**config.mk**
```make
export PLATFORM = sky130hd
export DESIGN_NAME = pre_timer16
export DESIGN_NICKNAME = d
export VERILOG_FILES = /design/src/rtl/tmr_pkg.sv /design/src/rtl/tmr_edge_sync.sv /design/src/rtl/tmr_prescaler.sv /design/src/rtl/tmr_counter.sv /design/src/rtl/pre_timer16.sv
export SDC_FILE = /design/constraint.sdc
export NUM_CORES = 1
export LEC_CHECK = 0
export ABC_CLOCK_PERIOD_IN_PS = 4900
export BUFFER_PORTS_ARGS = -buffer_cell sky130_fd_sc_hd__buf_4
export CAP_MARGIN = 10
export CORE_MARGIN = 5
export CORE_UTILIZATION = 55
export CTS_CLUSTER_DIAMETER = 120
export CTS_CLUSTER_SIZE = 40
export DETAILED_ROUTE_END_ITERATION = 10
export PLACE_DENSITY = 0.75
export SETUP_SLACK_MARGIN = 0.15
export SYNTH_ARGS = -nofsm -noshare
export SYNTH_HDL_FRONTEND = slang
export SYNTH_HIERARCHICAL = 1
export SYNTH_SLANG_ARGS = --single-unit
export TNS_END_PERCENT = 100
```
**constraint.sdc**
```tcl
create_clock -name clk_i -period 4.9 [get_ports clk_i]
set_input_delay 0.98 -clock clk_i [delete_from_list [all_inputs] [get_ports clk_i]]
set_output_delay 0.98 -clock clk_i [all_outputs]
set_load 0.03 [all_outputs]
```
**src/rtl/tmr_pkg.sv**
```systemverilog
package tmr_pkg;
  localparam int BYTE_W = 8;
  localparam int CNT_W  = 2 * BYTE_W;
  localparam int PS_W   = 2;

  localparam logic [1:0] A_LO   = 2'd0;
  localparam logic [1:0] A_HI   = 2'd1;
  localparam logic [1:0] A_CTRL = 2'd2;
  localparam logic [1:0] A_FLAG = 2'd3;

  typedef struct packed {
    logic            wide;
    logic [PS_W-1:0] ps;
    logic            sync;
    logic            ext;
    logic            run;
  } ctrl_t;

  localparam int CTRL_W = $bits(ctrl_t);
endpackage

```
**src/rtl/tmr_edge_sync.sv**
```systemverilog
module tmr_edge_sync #(
  parameter int STAGES = 2
) (
  input  logic clk_i,
  input  logic rst_ni,
  input  logic in_i,
  output logic rise_o
);
  logic [STAGES-1:0] sync_q;
  logic              prev_q;

  always_ff @(posedge clk_i or negedge rst_ni) begin
    if (!rst_ni) begin
      sync_q <= '0;
      prev_q <= 1'b0;
    end else begin
      sync_q <= {sync_q[STAGES-2:0], in_i};
      prev_q <= sync_q[STAGES-1];
    end
  end

  assign rise_o = sync_q[STAGES-1] & ~prev_q;
endmodule

```
**src/rtl/tmr_prescaler.sv**
```systemverilog
module tmr_prescaler #(
  parameter int PS_W = 2
) (
  input  logic            clk_i,
  input  logic            rst_ni,
  input  logic            clr_i,
  input  logic [PS_W-1:0] ps_i,
  input  logic            pulse_i,
  output logic            pulse_o
);
  localparam int CW = (1 << PS_W) - 1;

  logic [CW-1:0] pcnt_q;
  logic [CW-1:0] mask;

  assign mask    = ~({CW{1'b1}} << ps_i);
  assign pulse_o = pulse_i & (pcnt_q == mask);

  always_ff @(posedge clk_i or negedge rst_ni) begin
    if (!rst_ni)      pcnt_q <= '0;
    else if (clr_i)   pcnt_q <= '0;
    else if (pulse_o) pcnt_q <= '0;
    else if (pulse_i) pcnt_q <= pcnt_q + 1'b1;
  end
endmodule

```
**src/rtl/tmr_counter.sv**
```systemverilog
module tmr_counter #(
  parameter int BYTE_W = 8
) (
  input  logic              clk_i,
  input  logic              rst_ni,
  input  logic              load_lo_i,
  input  logic              load_hi_i,
  input  logic [2*BYTE_W-1:0] load_data_i,
  input  logic              clr_i,
  input  logic              inc_i,
  input  logic              ovf_clr_i,
  output logic [2*BYTE_W-1:0] cnt_o,
  output logic              ovf_o
);
  localparam int CNT_W = 2 * BYTE_W;

  logic [CNT_W-1:0] cnt_q;
  logic             ovf_q;
  logic             load;
  logic             wrap;

  assign load = load_lo_i | load_hi_i;
  assign wrap = inc_i & ~load & ~clr_i & (&cnt_q);

  always_ff @(posedge clk_i or negedge rst_ni) begin
    if (!rst_ni) begin
      cnt_q <= '0;
    end else if (load) begin
      if (load_lo_i) cnt_q[BYTE_W-1:0]     <= load_data_i[BYTE_W-1:0];
      if (load_hi_i) cnt_q[CNT_W-1:BYTE_W] <= load_data_i[CNT_W-1:BYTE_W];
    end else if (clr_i) begin
      cnt_q <= '0;
    end else if (inc_i) begin
      cnt_q <= cnt_q + 1'b1;
    end
  end

  // set beats clear in the same cycle
  always_ff @(posedge clk_i or negedge rst_ni) begin
    if (!rst_ni)        ovf_q <= 1'b0;
    else if (wrap)      ovf_q <= 1'b1;
    else if (ovf_clr_i) ovf_q <= 1'b0;
  end

  assign cnt_o = cnt_q;
  assign ovf_o = ovf_q;
endmodule

```
**src/rtl/pre_timer16.sv**
```systemverilog
module pre_timer16
  import tmr_pkg::*;
#(
  parameter int SYNC_STAGES = 2
) (
  input  logic              clk_i,
  input  logic              rst_ni,
  input  logic              tick_i,
  input  logic              ext_clk_i,
  input  logic              trig_clr_i,
  input  logic [1:0]        addr_i,
  input  logic              wr_i,
  input  logic              rd_i,
  input  logic [BYTE_W-1:0] wdata_i,
  output logic [BYTE_W-1:0] rdata_o,
  output logic              irq_o
);
  ctrl_t             ctrl_q;
  logic [BYTE_W-1:0] hbuf_q;
  logic [CNT_W-1:0]  count_q;
  logic              ovf;
  logic              ext_rise;
  logic              src_pulse;
  logic              pre_pulse;
  logic              align_q;
  logic              inc;
  logic              wr_lo, wr_hi, wr_ctrl, wr_flag;
  logic              load_lo, load_hi;
  logic [CNT_W-1:0]  load_data;

  assign wr_lo   = wr_i && addr_i == A_LO;
  assign wr_hi   = wr_i && addr_i == A_HI;
  assign wr_ctrl = wr_i && addr_i == A_CTRL;
  assign wr_flag = wr_i && addr_i == A_FLAG;

  tmr_edge_sync #(.STAGES(SYNC_STAGES)) u_edge (
    .clk_i  (clk_i),
    .rst_ni (rst_ni),
    .in_i   (ext_clk_i),
    .rise_o (ext_rise)
  );

  assign src_pulse = ctrl_q.run & (ctrl_q.ext ? ext_rise : tick_i);

  tmr_prescaler #(.PS_W(PS_W)) u_pre (
    .clk_i   (clk_i),
    .rst_ni  (rst_ni),
    .clr_i   (wr_lo | wr_hi),
    .ps_i    (ctrl_q.ps),
    .pulse_i (src_pulse),
    .pulse_o (pre_pulse)
  );

  always_ff @(posedge clk_i or negedge rst_ni) begin
    if (!rst_ni) align_q <= 1'b0;
    else         align_q <= pre_pulse;
  end

  assign inc = ctrl_q.run & ((ctrl_q.ext & ctrl_q.sync) ? align_q : pre_pulse);

  always_comb begin
    load_lo   = 1'b0;
    load_hi   = 1'b0;
    load_data = {wdata_i, wdata_i};
    if (ctrl_q.wide) begin
      if (wr_lo) begin
        load_lo   = 1'b1;
        load_hi   = 1'b1;
        load_data = {hbuf_q, wdata_i};
      end
    end else begin
      load_lo = wr_lo;
      load_hi = wr_hi;
    end
  end

  tmr_counter #(.BYTE_W(BYTE_W)) u_cnt (
    .clk_i       (clk_i),
    .rst_ni      (rst_ni),
    .load_lo_i   (load_lo),
    .load_hi_i   (load_hi),
    .load_data_i (load_data),
    .clr_i       (trig_clr_i),
    .inc_i       (inc),
    .ovf_clr_i   (wr_flag & ~wdata_i[0]),
    .cnt_o       (count_q),
    .ovf_o       (ovf)
  );

  always_ff @(posedge clk_i or negedge rst_ni) begin
    if (!rst_ni)      ctrl_q <= '0;
    else if (wr_ctrl) ctrl_q <= ctrl_t'(wdata_i[CTRL_W-1:0]);
  end

  always_ff @(posedge clk_i or negedge rst_ni) begin
    if (!rst_ni)                             hbuf_q <= '0;
    else if (ctrl_q.wide && wr_hi)           hbuf_q <= wdata_i;
    else if (ctrl_q.wide && rd_i && addr_i == A_LO) hbuf_q <= count_q[CNT_W-1:BYTE_W];
  end

  always_comb begin
    case (addr_i)
      A_LO:    rdata_o = count_q[BYTE_W-1:0];
      A_HI:    rdata_o = ctrl_q.wide ? hbuf_q : count_q[CNT_W-1:BYTE_W];
      A_CTRL:  rdata_o = BYTE_W'(ctrl_q);
      default: rdata_o = BYTE_W'(ovf);
    endcase
  end

  assign irq_o = ovf;
endmodule

```
==> results of run 1 <==
-- flip-flops by register name, indices dropped and copies added (netlist names) --
signal         cells
align_q            1
u_edge/sync_q      2
u_pre/pcnt_q       3
ctrl_q             6
u_edge/prev_q      1
hbuf_q             8
u_cnt/ovf_o        1
u_cnt/cnt_o       16
-- synth_stat cells, types with 6 or more instances --
master and number:
a211oi_1 6, a21oi_1 19, clkbuf_1 7, dfrtp_1 38, mux2_1 15, mux2i_1 28
nand2_1 25, nand3_1 7, nor2_1 23, nor2b_1 6, o21ai_1 6, o22ai_1 6
-- power by group through the flow --
stage	combinational (mW)	clock, mW	sequential, mW
floorplan	0.272	0	0.475
global placement	0.342	0	0.514
detailed placement	0.345	0	0.519
CTS	0.348	0.335	0.514
global route	0.387	0.348	0.533
finish	0.350	0.331	0.516
-- final cells by class --
cell class	count	area share, %
multi-input cells	214	52.4
inverters	4	0.522
repair buffers	26	6.79
well taps	52	2.26
clock buffers	6	2.87
flip-flops and latches	38	33.1
clock inverters	2	2.09
-- metrics by stage --
stage | utilization (%) | std cells | total power, mW | setup slack, ns | hold slack (ns)
floorplan | - | 272 | 0.747 | 1.71 | 0.331
global placement | 61.5 | 334 | 0.856 | 1.45 | 0.334
detailed placement | 61.5 | 334 | 0.865 | 1.41 | 0.340
CTS | 64.7 | 342 | 1.20 | 1.71 | 0.358
global route | 64.7 | 342 | 1.27 | 1.36 | 0.382
finish | 64.7 | 342 | 1.20 | 1.66 | 0.354
-- logic make-up after synthesis --
kind of cell    after synthesis  synth area share, %
simple gates                104                 22.5
compound gates               62                 16.0
mux                          45                 18.8
flops                        38                 37.0
buf+inv                      20                 4.38
fa+ha+maj                     2                0.973
xor+xnor                      1                0.341
-- per-layer routing --
metal | wire, microns | vias up | track usage (%)
met5 | 0 | - | 0
met4 | 118 | 0 | 6.47
met3 | 611 | 12 | 4.00
met2 | 3160 | 94 | 35.8
met1 | 2780 | 1087 | 31.3
li1 | - | 1046 | -
-- final timing paths --
check	to	cells after the start	slack, ns	start
max in group asynchronous	align_q$_DFF_PN0_	1	3.91	rst_ni
min in group asynchronous	hbuf_q[4]$_DFFE_PN0P_	1	0.66	rst_ni
worst max-delay path	u_cnt/cnt_o[3]$_DFFE_PN0P_	10	1.66	tick_i
worst min register to register	u_edge/sync_q[1]$_DFF_PN0_	0	0.35	u_edge/sync_q[0]$_DFF_PN0_
worst min-delay path	u_edge/sync_q[1]$_DFF_PN0_	0	0.35	u_edge/sync_q[0]$_DFF_PN0_
worst max register to register	u_cnt/cnt_o[3]$_DFFE_PN0P_	9	1.83	ctrl_q[4]$_DFFE_PN0P_
==> results.tsv, run 1 <==
metric	value	unit
synth_edf_count	0	
synthTopCellsByArea	dfrtp_1, mux2i_1, mux2_1	
max_cap_viol_count	0	
run_status	finished, final reports clean	
p_seq_share	43.2	%
powerDensity	416	nW/um^2
cts_resized	0	
clock_path_buffers	2	
worst_clock_skew	0.00461	ns
cellLeakagePower	1.19	nW
regArea	951	sq um
viasPerCell	6.55	
crit_path_max_fanout	9	
start_util	57.9	%
insertion_delay	0.29	ns
post-route-period-util	66.1	%
setup_violations	0	
dieArea	6140	sq um
ys_seq_area_share	37.0	%
antenna_found_initial	0	
rows	24	
clkTransAtPathRegs	0.08	ns
num_vias	2239	
internal_power	775	uW
cts-htree-levels	2	
finalWeightedCongestion	0.974	
hold_viol_final	0	
yosys.area.top_type	dfrtp_1	
grt_pass1_vias	2060	
crit_type	in2reg	
yosysUniqueCellTypes	58	
dr.pass1.iters	5	
synth_fp_nets	291	
crit_chain	buf_4 > mux2i_1 > nor2b_1 > nor3b_1 > nand2_1 > a21boi_0 > o21bai_2 > and2_1 > or4_1 > nand3_1	
area_growth	11.9	%
holdBufCountCts	0	
grt_pass1_wl	10.7	mm
combPwrFrac	29.2	%
die-width	78.4	microns
slew_violations	0	
ys.flop_type	dfrtp_1	
peakVddDrop	0.372	mV
die_y	78.4	microns
dp_hpwl	4.72	mm
antenna_left	0	
switching_share	35.2	%
p_clk_share	27.6	%
fin_nets	308	
worst_pin_slew	0.874	ns
grt_overflow	0	
synth_area	2570	sq um
synth_cells	272	
grt_max_degree	39	
path_delay_family	simple AND/OR/NAND/NOR gates	
root_buffer	clkbuf_8	
final_common_cell	dfrtp_1	
place_area	2730	sq um
power.net_switching	421	uW
io_buffers	25	
layout_common_cells	dfrtp_1, mux2i_1, buf_4	
coreArea	4440	sq um
synth_top_cell_area_share	37.0	%
cts_sinks	38	
syn_avg_cell_area	9.45	sq um
design_area	2880	sq um
cts_buffers	5	
end_kind	flop	
multi_input_area	1510	sq um
cp-start-kind	primary input	
wire_per_inst	19.5	microns
synth-seq-cells	38	
antenna_cells	0	
min_period	3.24	ns
drt-initial-drc-count	197	
slowest_delay	0.62	ns
tns	0	ns
drc	0	
layout-drive-gt1-share	15.2	%
cts_setup_buffers	0	
cp.arrival	3.47	ns
slew_headroom	41.7	%
hold_class	reg2reg	
fillers	384	
grt_usage	22.4	%
io-pin-count	26	
slowest_stage	a21boi_0	
ys_warn_count	6	
async_reset_ff_share	100	%
path_buf_inv	1	
routed_wl	6.67	mm
cp.required	5.13	ns
cts_tree	built	
fmax	0.309	GHz
rsz0062_at_grt	false	
No activity file was read; power rests on OpenSTA's default activity.
==> run 2: changes to the inputs <==
--- a/config.mk
+++ b/config.mk
@@ -5,15 +5,15 @@
 export SDC_FILE = /design/constraint.sdc
 export NUM_CORES = 1
 export LEC_CHECK = 0
-export ABC_CLOCK_PERIOD_IN_PS = 4900
+export ABC_CLOCK_PERIOD_IN_PS = 2900
 export BUFFER_PORTS_ARGS = -buffer_cell sky130_fd_sc_hd__buf_4
 export CAP_MARGIN = 10
 export CORE_MARGIN = 5
-export CORE_UTILIZATION = 55
+export CORE_UTILIZATION = 53
 export CTS_CLUSTER_DIAMETER = 120
 export CTS_CLUSTER_SIZE = 40
 export DETAILED_ROUTE_END_ITERATION = 10
-export PLACE_DENSITY = 0.75
+export PLACE_DENSITY = 0.76
 export SETUP_SLACK_MARGIN = 0.15
 export SYNTH_ARGS = -nofsm -noshare
 export SYNTH_HDL_FRONTEND = slang
==> constraint.sdc (replaced) <==
create_clock -name clk_i -period 2.9 [get_ports clk_i]
set_input_delay 0.58 -clock clk_i [delete_from_list [all_inputs] [get_ports clk_i]]
set_output_delay 0.58 -clock clk_i [all_outputs]
set_load 0.03 [all_outputs]
==> run 2 against run 1 <==
Via count grew 4.1%. Critical path type is now reg2reg. Sequential power up 71%. Largest cell class unchanged. Total power increased by 71%. Worst setup slack got worse by 1.3 ns. Wire length increased by 3.5%. Die area is 3.3% higher. Clock skew up 0.0034 ns. Clock power is 66% higher. Cell area is 3.3% higher. First-iteration DRC count decreased by 6.6%.
==> results.tsv, run 2 (same netlist as run 1, synthesis figures left out) <==
metric	value	unit	change
post-route-period-util	89.3	%	
r2r_start	ctrl_q[4]$_DFFE_PN0P_		
crit_path_end	u_cnt/cnt_o[3]$_DFFE_PN0P_		
cts_setup_buffers	0		unchanged
antenna_cells	0		unchanged
cts_tree	built		
rsz0062_at_grt	false		
layout_common_cells	dfrtp_1, buf_4, mux2i_1		
start_util	54.4	%	-3.4 points
worst_clock_skew	0.00799	ns	+0.00337 ns
cp.arrival	2.82	ns	-0.65 ns
dr.pass1.iters	5		unchanged
wire_per_inst	19.0	microns	-2.7%
largest_register_ffs	16		unchanged
drc	0		unchanged
worst_pin_slew	0.668	ns	-0.207 ns
post-route-util	62.9	%	-1.8 points
layout-drive-gt1-share	19.5	%	+4.4 points
rows	25		+4.2%
clkTransAtPathRegs	0.08	ns	about the same
hold_viol_final	0		unchanged
root_buffer	clkbuf_8		
finalWeightedCongestion	0.913		-6.3%
powerDensity	688	nW/um^2	+66%
min_period	2.59	ns	
design_area	2970	sq um	+3.3%
path_buf_inv	1		unchanged
cp-start-kind	flop		
path_delay_family	simple AND/OR/NAND/NOR gates		
crit_chain	nor4b_2 > and4bb_2 > nor3b_2 > nand2_1 > a21boi_1 > buf_4 > o21bai_2 > and2_2 > or4_1 > nand3_1		
pre_cts_ws	0.129	ns	-1.29 ns
grt_pass1_wl	11.1	mm	+3.6%
setup_violations	0		unchanged
hold_class	in2async		
tns	0	ns	unchanged
slowest_stage	dfrtp_1		
slew_headroom	55.5	%	+14 points
grt_pass1_vias	2198		+6.7%
end_kind	flop		
run_status	finished, final reports clean		
antenna_found_initial	0		unchanged
num_vias	2330		+4.1%
setup_slack	0.311	ns	-1.35 ns
r2r-end	u_cnt/cnt_o[3]$_DFFE_PN0P_		
max_cap_viol_count	0		unchanged
peakVddDrop	0.414	mV	+11%
io-pin-count	26		unchanged
insertion_delay	0.30	ns	about the same
cts_resized	2		+2
grt_usage	22.7	%	+0.32 points
grt_overflow	0		unchanged
io_buffers	25		unchanged
antenna_left	0		unchanged
fmax	0.386	GHz	
die_y	79.7	microns	+1.6%
holdBufCountCts	0		unchanged
cts-htree-levels	2		unchanged
coreArea	4720	sq um	+6.3%
die-width	79.7	microns	+1.6%
cp-startpoint	ctrl_q[4]$_DFFE_PN0P_		
fin_nets	315		+2.3%
slowest_delay	0.45	ns	-0.17 ns
clock_path_buffers	2		unchanged
cts_sinks	38		unchanged
dp_hpwl	5.00	mm	+6.0%
cellLeakagePower	1.23	nW	+3.1%
dieArea	6340	sq um	+3.3%
hold_slack	0.246	ns	-0.109 ns
critical_path_depth	10		unchanged
cp.required	3.13	ns	-2.00 ns
rr_worst_depth	10		+1
crit_type	reg2reg		
place_area	2810	sq um	+2.6%
final_common_cell	dfrtp_1		
grt_max_degree	39		unchanged
viasPerCell	6.40		-2.2%
drt-initial-drc-count	184		-6.6%
area_growth	15.5	%	
crit_path_max_fanout	9		unchanged
routed_wl	6.91	mm	+3.5%
slew_violations	0		unchanged
r2r_slack	0.31	ns	-1.52 ns
cts_buffers	5		unchanged
==> run 2: worst reg2reg max path, cell delays in order, from the launching register on <==
cell      delay [ns]
dfrtp_1         0.45
nor4b_2         0.28
and4bb_2        0.30
nor3b_2         0.19
nand2_1         0.07
a21boi_1        0.17
buf_4           0.17
o21bai_2        0.10
and2_2          0.28
or4_1           0.41
nand3_1         0.10
==> run 2: final cells by class <==
cell class	count	area [sq um]
fillers	405	1750
multi-input cells	214	1540
flip-flops and latches	38	951
repair buffers	33	248
well taps	67	83.8
clock buffers	5	68.8
clock inverters	3	68.8
inverters	4	15.0
==> run 2: worst min path at each step <==
| stage | slack, ns | to | startpoint |
|---|---|---|---|
| finish | 0.25 | hbuf_q[6]$_DFFE_PN0P_ | rst_ni |
| global route | 0.29 | ctrl_q[5]$_DFFE_PN0P_ | rst_ni |
| CTS | 0.26 | u_pre/pcnt_q[1]$_DFFE_PN0P_ | rst_ni |
| detailed placement | 0.34 | u_edge/sync_q[1]$_DFF_PN0_ | u_edge/sync_q[0]$_DFF_PN0_ |
| global placement | 0.33 | u_edge/sync_q[1]$_DFF_PN0_ | u_edge/sync_q[0]$_DFF_PN0_ |
| floorplan | 0.28 | align_q$_DFF_PN0_ | rst_ni |
==> run 2: per-layer routing <==
layer	vias to the layer above	track usage, %	wire [microns]
met4	0	7.39	134
met2	109	35.8	3270
met5	-	0	0
met1	1145	31.4	2950
met3	15	4.29	555
li1	1061	-	-
==> run 2: power by group <==
group          leakage (nW)  internal (mW)  total, mW  switching (mW)
Combinational         0.689          0.291      0.616           0.325
Sequential            0.470          0.668      0.880           0.211
Clock                0.0683          0.345      0.549           0.204
Total                  1.23           1.30       2.04           0.740
==> run 2: through the flow <==
stage          instances  power (mW)
2_1_floorplan        272        1.26
3_3_place_gp         356        1.46
5_1_grt              364        2.16
4_1_cts              364        2.04
6_report             364        2.04
3_5_place_dp         356        1.48
==> run 3: changes to the inputs <==
--- a/config.mk
+++ b/config.mk
@@ -13,6 +13,7 @@
 export CTS_CLUSTER_DIAMETER = 120
 export CTS_CLUSTER_SIZE = 40
 export DETAILED_ROUTE_END_ITERATION = 10
+export GPL_ROUTABILITY_DRIVEN = 0
 export PLACE_DENSITY = 0.76
 export SETUP_SLACK_MARGIN = 0.15
 export SYNTH_ARGS = -nofsm -noshare
==> constraint.sdc (replaced) <==
create_clock -name clk_i -period 2.9 [get_ports clk_i]
set_input_delay 0.145 -clock clk_i [delete_from_list [all_inputs] [get_ports clk_i]]
set_output_delay 0.145 -clock clk_i [all_outputs]
set_load 0.03 [all_outputs]
==> run 3 against run 2 <==
Register-to-register slack got worse by 0.08 ns. Clock skew rose by 0.0030 ns. Flip-flop and latch count did not move. Fmax fell by 2.8%. Total power barely moved. Combinational power rose by 2%. Hold slack got worse by 0.15 ns. Cell count rose by 0.55%. Cell area rose by 0.42%. Core utilization rose by 0.26 points. Clock power rose by 0.7%.
==> results.tsv, run 3 (same netlist as run 1, synthesis figures left out) <==
metric	value	unit	change
run_status	finished, final reports clean		
max_cap_viol_count	0		unchanged
antenna_cells	0		unchanged
dp_hpwl	4.88	mm	-2.5%
rr_worst_depth	11		+1
fin_nets	317		+0.63%
antenna_found_initial	0		unchanged
area_growth	16.0	%	
switching_share	36.1	%	-0.11 points
worst_pin_slew	0.863	ns	+0.196 ns
min_period	2.66	ns	+0.0754 ns
drt-initial-drc-count	159		-14%
r2r-end	u_cnt/cnt_o[3]$_DFFE_PN0P_		
r2r_start	ctrl_q[4]$_DFFE_PN0P_		
grt_pass1_wl	11.0	mm	-1.4%
grt_max_degree	39		unchanged
num_vias	2288		-1.8%
slew_headroom	42.5	%	-13 points
dr.pass1.iters	4		-1
crit_path_end	u_cnt/cnt_o[3]$_DFFE_PN0P_		
r2r_slack	0.24	ns	-0.08 ns
clkTransAtPathRegs	0.08	ns	about the same
setup_violations	0		unchanged
regArea	952	sq um	+0.13%
hold_viol_final	0		unchanged
internal_power	1.31	mW	+0.27%
cellLeakagePower	1.24	nW	+0.71%
viasPerCell	6.25		-2.3%
multi_input_area	1530	sq um	-0.57%
cts_buffers	5		unchanged
crit_path_max_fanout	5		-4
die-width	79.7	microns	unchanged
antenna_left	0		unchanged
cp-start-kind	flop		
grt_usage	22.8	%	+0.061 points
hold_slack	0.0966	ns	-0.149 ns
p_clk_share	27.0	%	+0.2 points
hold_class	in2reg		
cts-htree-levels	2		unchanged
worst_clock_skew	0.0110	ns	+0.00303 ns
start_util	54.4	%	unchanged
io-pin-count	26		unchanged
layout-drive-gt1-share	18.7	%	-0.80 points
crit_type	reg2reg		
root_buffer	clkbuf_8		
design_area	2980	sq um	+0.42%
pre_cts_ws	0.174	ns	+0.0445 ns
clock_path_buffers	2		unchanged
powerDensity	686	nW/um^2	-0.33%
io_buffers	25		unchanged
power.net_switching	739	uW	-0.22%
cp.arrival	2.90	ns	+0.08 ns
grt_overflow	0		unchanged
die_y	79.7	microns	unchanged
largest_register_ffs	16		unchanged
slew_violations	0		unchanged
fillers	410		+1.2%
cts_sinks	38		unchanged
fmax	0.375	GHz	-2.8%
place_area	2800	sq um	-0.27%
cp.required	3.13	ns	about the same
insertion_delay	0.30	ns	about the same
final_common_cell	dfrtp_1		
rows	25		unchanged
grt_pass1_vias	2113		-3.9%
cp-startpoint	ctrl_q[4]$_DFFE_PN0P_		
routed_wl	6.82	mm	-1.3%
wire_per_inst	18.6	microns	-1.9%
p_seq_share	42.2	%	-0.8 points
setup_slack	0.235	ns	-0.0754 ns
combPwrFrac	30.7	%	+0.6 points
finalPower	2.05	mW	about the same
rsz0062_at_grt	false		
layout_common_cells	dfrtp_1, buf_4, mux2i_1		
post-route-period-util	91.9	%	+2.6 points
end_kind	flop		
dieArea	6340	sq um	unchanged
drc	0		unchanged
cts_tree	built		
peakVddDrop	0.404	mV	-2.2%
coreArea	4720	sq um	unchanged
tns	0	ns	unchanged
## run 3: cell count changes in the layout (fill, tap and decap cells not counted)
| cell | before | now |
|---|---|---|
| a21boi_1 | 1 | 0 |
| a21boi_2 | 0 | 1 |
| and2_1 | 4 | 5 |
| and2_2 | 1 | 0 |
| and4bb_1 | 1 | 2 |
| and4bb_2 | 1 | 0 |
| dfrtp_1 | 38 | 37 |
| dfrtp_2 | 0 | 1 |
| dlygate4sd3_1 | 0 | 2 |
| nor4_1 | 2 | 3 |
| nor4_2 | 2 | 1 |
| or3_1 | 1 | 2 |
| or3_4 | 1 | 0 |
## run 3: worst min path at each step
stage | depth (start not counted) | start | endpoint
6_report | 3 | wdata_i[0] | u_cnt/cnt_o[0]$_DFFE_PN0P_
5_1_grt | 2 | wdata_i[4] | ctrl_q[4]$_DFFE_PN0P_
4_1_cts | 3 | wdata_i[0] | u_cnt/cnt_o[0]$_DFFE_PN0P_
3_5_place_dp | 1 | rst_ni | hbuf_q[6]$_DFFE_PN0P_
3_3_place_gp | 1 | rst_ni | u_cnt/cnt_o[14]$_DFFE_PN0P_
2_1_floorplan | 0 | rst_ni | align_q$_DFF_PN0_
## run 3: cell type report
| class | count | area share [%] |
|---|---|---|
| clock inverter | 3 | 2.31 |
| multi-input combinational | 214 | 51.2 |
| timing repair buffer | 35 | 8.98 |
| tap | 67 | 2.81 |
| sequential | 38 | 31.9 |
| inverter | 4 | 0.503 |
| clock buffer | 5 | 2.31 |
## run 3: power groups by stage
stage / sequential (mW) / combinational (mW) / clock, mW
detailed placement: 0.873 / 0.608 / 0
floorplan: 0.803 / 0.460 / 0
finish: 0.864 / 0.629 / 0.553
CTS: 0.861 / 0.615 / 0.559
global placement: 0.860 / 0.594 / 0
global route: 0.892 / 0.689 / 0.590
## run 3: per-stage QoR
| step | std cells | utilization (%) |
|---|---|---|
| floorplan | 272 | - |
| global placement | 355 | 59.2 |
| detailed placement | 355 | 59.2 |
| CTS | 365 | 62.6 |
| global route | 366 | 63.2 |
| finish | 366 | 63.2 |
## run 3: what timing repair did
item | CTS | global route
pin swaps | 0 | 1
setup endpoints to repair | 1 | 15
endpoints found under the hold margin | 39 | 0
setup buffers | 0 | 1
hold buffers | 2 | 0
resized for setup | 1 | 5
## run 3: layer usage
layer | GRT usage [%] | wire (microns)
met5 | 0 | 0
met4 | 9.28 | 170
met3 | 4.40 | 503
met2 | 34.6 | 3240
met1 | 31.8 | 2910
## run 3: critical path: stages, from the launching register on
cell,delay [ns]
dfrtp_1,0.41
buf_4,0.15
nor4_1,0.31
nor2_1,0.16
nor3b_2,0.27
nand2_1,0.12
a21boi_2,0.19
buf_4,0.17
o21bai_2,0.10
and2_1,0.22
or4_1,0.40
nand3_1,0.10
